$ cat src/rtl/povl_pkg.sv
package povl_pkg;
  localparam int FIELD_W    = 4;
  localparam int NUM_FIELDS = 16;
  localparam int REG_W      = FIELD_W * NUM_FIELDS;
  localparam int SEL_W      = 16;
  localparam int OC_W       = 5;
  localparam int OFS_W      = 12;
  localparam int CLASS_W    = 6;

  localparam logic [SEL_W-1:0]   SEL_MATCH  = {2'b11, 3'b000, 4'b1010, 4'b0010, 3'b101};
  localparam logic [OFS_W-1:0]   REDIR_OFS  = 12'h2B8;
  localparam logic [CLASS_W-1:0] TRAP_CLASS = 6'h18;

  localparam int OC_OK    = 4;
  localparam int OC_UNDEF = 3;
  localparam int OC_TRAP2 = 2;
  localparam int OC_TRAP3 = 1;
  localparam int OC_REDIR = 0;

  typedef struct packed {
    logic       lvl2_enabled;
    logic       lvl3_present;
    logic       l3_undef_prio;
    logic       l3_undef;
    logic       l3_access_en;
    logic       l3_fg_en;
    logic       fg_impl;
    logic       vm_rd_trap;
    logic       vm_wr_trap;
    logic       fg_rd_pass;
    logic       fg_wr_pass;
    logic [2:0] nv;
  } ctl_t;

  typedef struct packed {
    logic       rd;
    logic       wr;
    logic       ux;
    logic       px;
    logic       mro;
    logic [1:0] mro_tl;
  } perm_t;

  function automatic logic sel_matches(input logic [SEL_W-1:0] sel);
    return sel == SEL_MATCH;
  endfunction

  function automatic logic nv_redirects(input logic [2:0] nv);
    return nv[2] & nv[0];
  endfunction

  function automatic perm_t decode_code(input logic [FIELD_W-1:0] c);
    perm_t p;
    p = '0;
    if (c[3]) begin
      p.rd = 1'b1;
      p.wr = c[2];
      p.px = c[1];
      p.ux = c[0];
    end else if (c[1]) begin
      p.mro    = 1'b1;
      p.mro_tl = {c[2], c[0]};
    end else if (c == 4'b0100) begin
      p.wr = 1'b1;
    end
    return p;
  endfunction
endpackage

$ cat src/rtl/povl_access_arbiter.sv
module povl_access_arbiter
  import povl_pkg::*;
(
  input  logic                clk,
  input  logic                rst_n,
  input  logic                valid,
  input  logic                write,
  input  logic [SEL_W-1:0]    sel,
  input  logic [1:0]          level,
  input  ctl_t                ctl,
  output logic [OC_W-1:0]     outcome
);
  logic hit, gate_off, chk_prio_undef, vm_bit, fg_pass, fg_allowed;
  logic chk_vm_trap, chk_fg_trap, chk_nv;

  assign hit            = valid && sel_matches(sel);
  assign gate_off       = ctl.lvl3_present && !ctl.l3_access_en;
  assign chk_prio_undef = gate_off && ctl.l3_undef_prio;
  assign vm_bit         = write ? ctl.vm_wr_trap : ctl.vm_rd_trap;
  assign fg_pass        = write ? ctl.fg_wr_pass : ctl.fg_rd_pass;
  assign fg_allowed     = ctl.fg_impl && (!ctl.lvl3_present || ctl.l3_fg_en);
  assign chk_vm_trap    = ctl.lvl2_enabled && vm_bit;
  assign chk_fg_trap    = ctl.lvl2_enabled && fg_allowed && !fg_pass;
  assign chk_nv         = nv_redirects(ctl.nv);

  always_comb begin
    outcome = '0;
    if (hit) begin
      unique case (level)
        2'd0: outcome[OC_UNDEF] = 1'b1;
        2'd1: begin
          if (chk_prio_undef)   outcome[OC_UNDEF] = 1'b1;
          else if (chk_vm_trap) outcome[OC_TRAP2] = 1'b1;
          else if (chk_fg_trap) outcome[OC_TRAP2] = 1'b1;
          else if (gate_off)    outcome[ctl.l3_undef ? OC_UNDEF : OC_TRAP3] = 1'b1;
          else if (chk_nv)      outcome[OC_REDIR] = 1'b1;
          else                  outcome[OC_OK] = 1'b1;
        end
        2'd2: begin
          if (chk_prio_undef)   outcome[OC_UNDEF] = 1'b1;
          else if (gate_off)    outcome[ctl.l3_undef ? OC_UNDEF : OC_TRAP3] = 1'b1;
          else                  outcome[OC_OK] = 1'b1;
        end
        default: outcome[OC_OK] = 1'b1;
      endcase
    end
  end

  a_r2_onehot: assert property (@(posedge clk) disable iff (!rst_n)
    hit |-> $countones(outcome) == 1);
  a_r1_idle: assert property (@(posedge clk) disable iff (!rst_n)
    !hit |-> outcome == '0);
  a_r3_level0: assert property (@(posedge clk) disable iff (!rst_n)
    (hit && level == 2'd0) |-> outcome[OC_UNDEF]);
  a_r3_level3: assert property (@(posedge clk) disable iff (!rst_n)
    (hit && level == 2'd3) |-> outcome[OC_OK]);
  a_r4_prio_first: assert property (@(posedge clk) disable iff (!rst_n)
    (hit && level == 2'd1 && chk_prio_undef) |-> outcome[OC_UNDEF]);
  a_r7_level2_scope: assert property (@(posedge clk) disable iff (!rst_n)
    (hit && level == 2'd2) |-> !outcome[OC_TRAP2] && !outcome[OC_REDIR]);
  a_r5_gate_dominates_nv: assert property (@(posedge clk) disable iff (!rst_n)
    (hit && gate_off && level != 2'd3) |-> !outcome[OC_OK] && !outcome[OC_REDIR]);
endmodule

$ cat src/rtl/povl_field_store.sv
module povl_field_store
  import povl_pkg::*;
#(
  parameter int P_FIELD_W    = FIELD_W,
  parameter int P_NUM_FIELDS = NUM_FIELDS,
  localparam int W           = P_FIELD_W * P_NUM_FIELDS
) (
  input  logic         clk,
  input  logic         rst_n,
  input  logic         wr_en,
  input  logic [W-1:0] wdata,
  output logic [W-1:0] q
);
  for (genvar g = 0; g < P_NUM_FIELDS; g++) begin : g_field
    always_ff @(posedge clk) begin
      if (!rst_n)     q[g*P_FIELD_W +: P_FIELD_W] <= '0;
      else if (wr_en) q[g*P_FIELD_W +: P_FIELD_W] <= wdata[g*P_FIELD_W +: P_FIELD_W];
    end
  end

  a_r8_write_lands: assert property (@(posedge clk) disable iff (!rst_n)
    wr_en |=> q == $past(wdata));
  a_r8_hold: assert property (@(posedge clk) disable iff (!rst_n)
    !wr_en |=> $stable(q));
  a_r9_reset_zero: assert property (@(posedge clk)
    $rose(rst_n) |-> q == '0);
endmodule

$ cat src/rtl/povl_perm_decode.sv
module povl_perm_decode
  import povl_pkg::*;
#(
  parameter int P_FIELD_W    = FIELD_W,
  parameter int P_NUM_FIELDS = NUM_FIELDS,
  localparam int W           = P_FIELD_W * P_NUM_FIELDS,
  localparam int IDX_W       = $clog2(P_NUM_FIELDS)
) (
  input  logic                 clk,
  input  logic                 rst_n,
  input  logic [W-1:0]         regval,
  input  logic [IDX_W-1:0]     index,
  input  logic                 overlay_en,
  output logic [P_FIELD_W-1:0] code,
  output perm_t                perm,
  output logic                 bypass
);
  logic [P_FIELD_W-1:0] fields [P_NUM_FIELDS];
  logic [P_FIELD_W-1:0] picked;

  for (genvar g = 0; g < P_NUM_FIELDS; g++) begin : g_slice
    assign fields[g] = regval[g*P_FIELD_W +: P_FIELD_W];
  end

  assign picked = fields[index];
  assign bypass = !overlay_en;
  assign code   = bypass ? '0 : picked;
  assign perm   = bypass ? '0 : decode_code(picked);

  a_r11_reserved_none: assert property (@(posedge clk) disable iff (!rst_n)
    (code == 4'b0001 || code == 4'b0101) |-> perm == '0);
  a_r12_bypass_silent: assert property (@(posedge clk) disable iff (!rst_n)
    bypass |-> (perm == '0 && code == '0));
  a_r10_exec_needs_read: assert property (@(posedge clk) disable iff (!rst_n)
    (perm.ux || perm.px) |-> perm.rd);
endmodule

$ cat src/rtl/perm_overlay_reg.sv
module perm_overlay_reg
  import povl_pkg::*;
(
  input  logic                clk,
  input  logic                rst_n,
  input  logic                req_valid,
  input  logic                req_write,
  input  logic [SEL_W-1:0]    req_sel,
  input  logic [REG_W-1:0]    req_wdata,
  input  logic [1:0]          cur_level,
  input  logic                lvl2_enabled,
  input  logic                lvl3_present,
  input  logic                l3_undef_prio,
  input  logic                l3_undef,
  input  logic                l3_access_en,
  input  logic                l3_fg_en,
  input  logic                fg_impl,
  input  logic                vm_rd_trap,
  input  logic                vm_wr_trap,
  input  logic                fg_rd_pass,
  input  logic                fg_wr_pass,
  input  logic [2:0]          nv_ctl,
  output logic [OC_W-1:0]     resp_outcome,
  output logic [CLASS_W-1:0]  resp_trap_class,
  output logic [REG_W-1:0]    resp_rdata,
  output logic                redir_valid,
  output logic                redir_write,
  output logic [OFS_W-1:0]    redir_offset,
  output logic [REG_W-1:0]    redir_wdata,
  input  logic [REG_W-1:0]    redir_rdata,
  input  logic [3:0]          lk_index,
  input  logic                overlay_en,
  output logic [FIELD_W-1:0]  lk_code,
  output logic                lk_read,
  output logic                lk_write,
  output logic                lk_uexec,
  output logic                lk_pexec,
  output logic                lk_mro,
  output logic [1:0]          lk_mro_tl,
  output logic                lk_bypass
);
  ctl_t             ctl;
  logic [REG_W-1:0] reg_q;
  logic             store_wr;
  perm_t            perm;

  assign ctl = '{lvl2_enabled: lvl2_enabled, lvl3_present: lvl3_present,
                 l3_undef_prio: l3_undef_prio, l3_undef: l3_undef,
                 l3_access_en: l3_access_en, l3_fg_en: l3_fg_en, fg_impl: fg_impl,
                 vm_rd_trap: vm_rd_trap, vm_wr_trap: vm_wr_trap,
                 fg_rd_pass: fg_rd_pass, fg_wr_pass: fg_wr_pass, nv: nv_ctl};

  povl_access_arbiter u_arb (
    .clk(clk), .rst_n(rst_n), .valid(req_valid), .write(req_write),
    .sel(req_sel), .level(cur_level), .ctl(ctl), .outcome(resp_outcome)
  );

  assign store_wr = resp_outcome[OC_OK] && req_write;

  povl_field_store #(.P_FIELD_W(FIELD_W), .P_NUM_FIELDS(NUM_FIELDS)) u_store (
    .clk(clk), .rst_n(rst_n), .wr_en(store_wr), .wdata(req_wdata), .q(reg_q)
  );

  povl_perm_decode #(.P_FIELD_W(FIELD_W), .P_NUM_FIELDS(NUM_FIELDS)) u_dec (
    .clk(clk), .rst_n(rst_n), .regval(reg_q), .index(lk_index),
    .overlay_en(overlay_en), .code(lk_code), .perm(perm), .bypass(lk_bypass)
  );

  assign lk_read   = perm.rd;
  assign lk_write  = perm.wr;
  assign lk_uexec  = perm.ux;
  assign lk_pexec  = perm.px;
  assign lk_mro    = perm.mro;
  assign lk_mro_tl = perm.mro_tl;

  assign redir_valid  = resp_outcome[OC_REDIR];
  assign redir_write  = redir_valid && req_write;
  assign redir_offset = REDIR_OFS;
  assign redir_wdata  = req_wdata;

  assign resp_trap_class = (resp_outcome[OC_TRAP2] || resp_outcome[OC_TRAP3]) ? TRAP_CLASS : '0;

  always_comb begin
    resp_rdata = '0;
    if (!req_write) begin
      if (resp_outcome[OC_OK])         resp_rdata = reg_q;
      else if (resp_outcome[OC_REDIR]) resp_rdata = redir_rdata;
    end
  end

  a_r6_redirect_keeps_reg: assert property (@(posedge clk) disable iff (!rst_n)
    (redir_valid && req_write) |=> $stable(reg_q));
  a_r8_nonok_write_keeps_reg: assert property (@(posedge clk) disable iff (!rst_n)
    (req_write && !resp_outcome[OC_OK]) |=> $stable(reg_q));
  a_r5_class_on_trap: assert property (@(posedge clk) disable iff (!rst_n)
    (resp_outcome[OC_TRAP2] || resp_outcome[OC_TRAP3]) |-> resp_trap_class == 6'h18);
endmodule

$ cat config.mk
export PLATFORM = sky130hd
export DESIGN_NAME = perm_overlay_reg
export DESIGN_NICKNAME = d
export VERILOG_FILES = /design/src/rtl/povl_pkg.sv /design/src/rtl/povl_access_arbiter.sv /design/src/rtl/povl_field_store.sv /design/src/rtl/povl_perm_decode.sv /design/src/rtl/perm_overlay_reg.sv
export SDC_FILE = /design/constraint.sdc
export NUM_CORES = 1
export LEC_CHECK = 0
export BUFFER_PORTS_ARGS = -buffer_cell sky130_fd_sc_hd__buf_2
export CAP_MARGIN = 5
export CORE_AREA = 2 2 131 133
export CTS_CLUSTER_DIAMETER = 150
export CTS_CLUSTER_SIZE = 40
export DETAILED_ROUTE_END_ITERATION = 7
export DIE_AREA = 0 0 133 135
export HOLD_SLACK_MARGIN = 0.06
export PLACE_DENSITY = 0.58
export SLEW_MARGIN = 10
export SYNTH_ARGS = -nofsm -noshare
export SYNTH_HDL_FRONTEND = slang
export SYNTH_HIERARCHICAL = 1
export SYNTH_SLANG_ARGS = --single-unit
$ cat constraint.sdc
create_clock -name clk -period 4 [get_ports clk]
set_input_delay 0.4 -clock clk [delete_from_list [all_inputs] [get_ports clk]]
set_output_delay 0.4 -clock clk [all_outputs]
set_load 0.01 [all_outputs]
---- Word level (Yosys, flattened, before mapping) ----
Cells that the tools add are included.
Widths: inputs -> output; s select.
operators by class
  div/mod/pow operators ................... 0
  $add $sub $neg .......................... 0
  reduce and logical (&&, ||, !) cells .... 17
  multipliers ............................. 0
  order comparisons ....................... 3
  multiplexer cells ....................... 44
  shift-type cells ........................ 0
  equality and inequality tests ........... 4
  bitwise gates (word level) .............. 2
operator list
  kind                  count
  $mux 64               3
  $ge 32x1->1 const B   1
  $lt 32x5->1 const B   1
  $mux 1                18
  $bmux 4 s4            1
  $eq 16x16->1 const B  1
  $mux 4                4
  $mux 3                5
  $mux 2                6
  $logic_and 1x1->1     10
  $mux 5                2
  $mux 7                1
  $pmux 1 s3            2
  $pmux 3 s2            1
  $ge 5x5->1 const B    1
  $not 4->5             1
  $eq 4x3->1 const B    1
  $logic_not 1->1       4
  $demux 1 s3           1
  $eq 2x1->1 const B    1
  $eq 2x2->1 const B    1
  $logic_not 2->1       1
  $logic_or 1x1->1      2
  $and 1x1->1           1
storage, ports and cells
  memories ................................ 0
  input bits .............................. 169
  bits in read-only memories .............. 0
  bits in writable memories ............... 0
  bits in registers ....................... 64
  latch bits .............................. 0
  word-level logic and storage cells ...... 86

---- Longest topological paths before layout ----
  word-level depth ........................ 14
  mapped depth ............................ 9
  mapped depth without buffers ............ 7

---- Hierarchy ----
Netlist, hierarchy kept.
modules (own cells, without submodules)
  module               times used  cells an instance  sequential area each (sq um)  area an instance (sq um)
  povl_field_store     1           206                1,281.2                       2,451.1
  perm_overlay_reg     1           177                0.0                           1,511.4
  povl_perm_decode     1           47                 0.0                           593.1
  povl_access_arbiter  1           38                 0.0                           274.0

---- Worst setup path after synthesis ----
No wires, ideal clock.
  path type ............................... input to output
  start ................................... in req_write
  end ..................................... out resp_rdata[10]
  arrival ................................. 2.202 ns
  setup slack ............................. 1.398 ns
  data required time ...................... 3.600 ns
  buffers on the path ..................... 2
  stages on the path ...................... 8
  cells stage by stage .................... mux2_4 -> a32oi_2 -> nand3_1 -> nor3_1 -> nor2b_1 -> buf_6 -> buf_6 -> a32o_1
between the ends
  longest elaborated chain between the ends .. 11
  elaborated cells between the ends (all ways) .. 17
RTL lines
  item                 line                       source
  start, declared      perm_overlay_reg.sv:7      input logic req_write,
  $mux 1               povl_access_arbiter.sv:20  assign fg_pass = write ? ctl.fg_wr_pass : ctl.fg_rd_pass;
  $logic_not 1->1      povl_access_arbiter.sv:23  assign chk_fg_trap = ctl.lvl2_enabled && fg_allowed && !fg_pass;
  $logic_and 1x1->1    povl_access_arbiter.sv:23
  $mux 2               povl_access_arbiter.sv:34  else if (chk_fg_trap) outcome[OC_TRAP2] = 1'b1;
  $mux 2 *             povl_access_arbiter.sv:33  else if (chk_vm_trap) outcome[OC_TRAP2] = 1'b1;
  $mux 3 *             povl_access_arbiter.sv:32  if (chk_prio_undef) outcome[OC_UNDEF] = 1'b1;
  $pmux 3 s2 *         povl_access_arbiter.sv:29  unique case (level)
  $mux 5 *             povl_access_arbiter.sv:28  if (hit) begin
  net resp_outcome[0]  perm_overlay_reg.sv:23     output logic [OC_W-1:0] resp_outcome,
  $mux 64 *            perm_overlay_reg.sv:87     else if (resp_outcome[OC_REDIR]) resp_rdata = redir_rdata;
  $mux 64 *            perm_overlay_reg.sv:86     if (resp_outcome[OC_OK]) resp_rdata = reg_q;
  $mux 64 *            perm_overlay_reg.sv:85     if (!req_write) begin
  end, declared        perm_overlay_reg.sv:25     output logic [REG_W-1:0] resp_rdata,
Mark *: on every way through the listed nets, which the timed path passes. The rest lies on a longest branch.

---- Final worst setup path ----
  start ................................... in req_write
  end ..................................... out resp_rdata[45]
between the ends
  longest elaborated chain between the ends .. 11
  elaborated cells between the ends (all ways) .. 17
RTL lines
  item               line
  $mux 1             povl_access_arbiter.sv:20
  $logic_not 1->1    povl_access_arbiter.sv:23
  $logic_and 1x1->1  povl_access_arbiter.sv:23
  $mux 2             povl_access_arbiter.sv:34
  $mux 2             povl_access_arbiter.sv:33
  $mux 3             povl_access_arbiter.sv:32
  $pmux 3 s2         povl_access_arbiter.sv:29
  $mux 5             povl_access_arbiter.sv:28
  $mux 64            perm_overlay_reg.sv:87
  $mux 64            perm_overlay_reg.sv:86
  $mux 64 *          perm_overlay_reg.sv:85
Every way passes the cells marked *; elsewhere a longest branch is shown, timed or not.

==> PnR_summary.wiki <==
{| class="wikitable"
! Metric !! Value
|-
| Result of the run || complete, no violations
|-
| Count of synthesis-stage warnings from yosys || 6
|-
| Maximum number of pins on one net before global-route repair || 65
|-
| TritonCTS buffer count || 9
|-
| Pre-Repair DR Iteration Count || 4
|-
| Part of the power in combinational logic || roughly an eighth
|-
| Vias per inst || approximately 4.8
|-
| Congestion Overflow GR || 0
|-
| Share of total power in sequential cells || around two fifths
|-
| Resize count post-CTS || 0
|-
| Proportion of synthesized flip-flops having asynchronous set or reset || 0%
|-
| Int Pwr || 0.00126 W
|-
| Worst-skew pair later-pin latency || 330 ps
|-
| Largest register FFs || 64
|-
| DRC violation total after the first TritonRoute iteration || 201
|-
| Peak supply drop || 0.182 mV
|-
| Average detailed-routed wire length per instance || 18.4 um
|-
| Number of synthesized flops with an enable pin || 0
|-
| Sw Ratio || a little under a quarter
|-
| Total Die Area || 18,000 um^2
|-
| Kind of capture point of the worst setup path || output pin
|-
| Proportion of netlist area held by the largest area contributor || 26.5%
|-
| WP data arrival || 2780 ps
|-
| Most frequent standard cell in the layout excluding fill and tap cells || sky130_fd_sc_hd__buf_2
|-
| Average instance area after synthesis || 10.3 um^2
|-
| Post CTS Setup Buffer Count || 0
|-
| Sum Neg Setup Slack || 0 ps
|-
| Classification of the worst-slack hold path || in -> reg
|-
| Library cell occupying the most area in the post-synthesis netlist || sky130_fd_sc_hd__dfxtp_1
|-
| Final Routed Wirelength || 16,900 um
|-
| Number of sinks driven by the clock tree || 64
|-
| GR Util All Layers || 17.9%
|-
| Worst stage delay on the critical path || 520 ps
|-
| Number of synthesized register bits || 64
|-
| Most frequent cell on the critical path || sky130_fd_sc_hd__buf_2
|-
| Clock root cell || sky130_fd_sc_hd__clkbuf_16
|-
| Most frequent cells in the layout || 316 x sky130_fd_sc_hd__buf_2, 71 x sky130_fd_sc_hd__mux2i_1, 65 x sky130_fd_sc_hd__nor2b_1
|-
| Via count of the routed design || 4,436
|-
| Startpoint types || primary input
|-
| Remaining routing DRC violations || 0
|-
| Combined area of the multi-input logic cells || 2600 um^2
|-
| Total number of H-tree levels || 3
|-
| Critical Path RT || 3600 ps
|-
| Top cells by area, synth || sky130_fd_sc_hd__dfxtp_1 27%, sky130_fd_sc_hd__mux2i_1 15%, sky130_fd_sc_hd__a32o_1 13%, sky130_fd_sc_hd__buf_4 13%, sky130_fd_sc_hd__nor2b_1 8.7%
|-
| Die Span Y || 135 um
|-
| Netlist Area Pre-Place || 4830 um^2
|-
| Number of fill cells || 1,682
|-
| Count of final setup violators || 0
|-
| Register area || 1280 um^2
|-
| RSZ-0062 raised after global routing || no
|-
| Post-synthesis to final-layout area growth || 27.1%
|-
| Flop-to-flop setup slack || 3290 ps
|-
| Number of buffers between clock root and the deepest sink || 2
|-
| Synth Instances || 468
|-
| Antenna violations before repair || 2
|-
| Half-perimeter wire length after detailed placement || 12,900 um
|-
| Worst-margin pin slew || ~1100 ps
|-
| Setup skew after layout || 0 ps
|-
| Clock tree from TritonCTS || done
|-
| Final-stage net count || approximately 870
|-
| Post-DRT Antenna Nets || 0
|-
| Register with the most flip-flops || u_store/q
|-
| Port Buffers || 316
|-
| Startpoint of the tightest hold check path || req_wdata[31]
|-
| NetSw || 0.000392 W
|-
| Number of global-route vias before repair || 4,127
|-
| Worst-case headroom to the max-slew limit || 23.9%
|-
| Largest fanout on the critical path || between 60 and 70
|-
| Initial core utilization || 29.4%
|-
| Clock transition at the register clock pins on the worst setup and hold paths after CTS || roughly 60 ps
|-
| Wire length of the first global-routing pass || around 24,000 um
|-
| Final Slew Violations || 0
|-
| Top-level port count || between 300 and 400
|-
| Final Critical Period || between 3000 and 4000 ps
|-
| Static leakage || 2.72 nW
|-
| Critical Path Slowest Stage Cell || sky130_fd_sc_hd__inv_2
|-
| Crit Reg-Reg Startpoint || u_store/q[28]
|-
| Max Clk Rate || between 300 and 400 MHz
|-
| Post-route total power || 0.00165 W
|-
| Largest registers || u_store/q: 64 flops
|-
| Clock network fraction of design power || 48.4%
|-
| Kind of cell with the highest combined delay on the critical path || compound AO/OA/AOI/OAI gates
|-
| Final worst-path cycle share || 79.5%
|-
| Crit path from || req_write
|-
| Die Wd || 133 um
|-
| Worst path cell trace || buf_2 -> mux2_4 -> a32oi_2 -> nand4_1 -> a21oi_1 -> inv_2 -> a32o_1 -> buf_2
|-
| Buffers and inverters on the worst path || 3
|-
| Most instantiated flip-flop cell in the synthesis netlist || sky130_fd_sc_hd__dfxtp_1
|-
| Number of distinct library cell variants in the gate-level netlist after synthesis || 38
|-
| Hold Buf Count CTS || 0
|-
| Standard-cell rows || between 40 and 50
|-
| Weighted congestion at the end of routability-driven global placement || 0.780
|-
| Floorplan core area || 16,400 um^2
|-
| Sequential share of the synthesized area || 26.5%
|-
| Final hold viol count || 0
|-
| Kind of critical path || in -> out
|-
| Power density over the cells || between 200 and 300 nW/um^2
|-
| Max-capacitance violation count || 0
|-
| Share of post-route cells with drive strength above 1 || 52.6%
|}
cell type report:
cell class	count	area share [%]
multi-input combinational	289	42.4
timing repair buffer	323	26.8
sequential	64	20.9
tap	220	4.48
clock buffer	13	4.24
clock inverter	3	0.652
inverter	8	0.489
antenna	1	0.0408
path summary, 6_finish.rpt:
check,to,cells past startpoint
max,resp_rdata[45],8
max reg2reg,u_store/q[28],2
min,u_store/q[31],3
min reg2reg,u_store/q[55],2
kinds of logic after synthesis:
family	synth area share, %
flops	26.5
buf+inv	21.0
other cells	0.155
simple gates	13.7
fa+ha+maj	1.04
mux	23.4
compound gates	14.1
through the flow:
stage                     std cells  utilization (%)  instance area, um^2  hold WS, ps  worst slack (ps)
after floorplan                 482                -                 4880          500              1400
after global placement          904             35.6                 5840          530               743
after detailed placement        904             35.6                 5840          531               750
after CTS                       920             37.4                 6140          325               744
after global routing            920             37.4                 6140          344               614
final                           921             37.4                 6140          339               819
Yosys cell counts, drive strengths merged (5+ instances only):
cell type,instances
clkbuf,14
nor2,9
and2,5
inv,7
mux4,17
dfxtp,64
nor2b,68
a21oi,5
buf,107
mux2i,71
a32o,63
nand2,5
worst min-delay path: cells and delay by family:
| kind | cells | cell delay, ps |
|---|---|---|
| mux | 1 | 60 |
| simple gates | 1 | 90 |
| buf+inv | 1 | 90 |
power by group through the flow:
stage / sequential (W) / combinational (W) / clock [W]
detailed placement: 0.000651 / 0.000217 / 0
finish: 0.000638 / 0.000214 / 0.000799
global route: 0.000637 / 0.000233 / 0.000852
global placement: 0.000651 / 0.000216 / 0
CTS: 0.000637 / 0.000218 / 0.000828
floorplan: 0.000651 / 0.000135 / 0
per-layer routing:
layer	global-route usage, %	wire length, um	vias up
met2	31.4	8420	190
met4	5.32	205	2
met3	3.42	1000	16
met5	0	7	-
met1	22.5	7260	2151
li1	-	-	2077
Note: power is estimated with default switching activity, not from simulation.
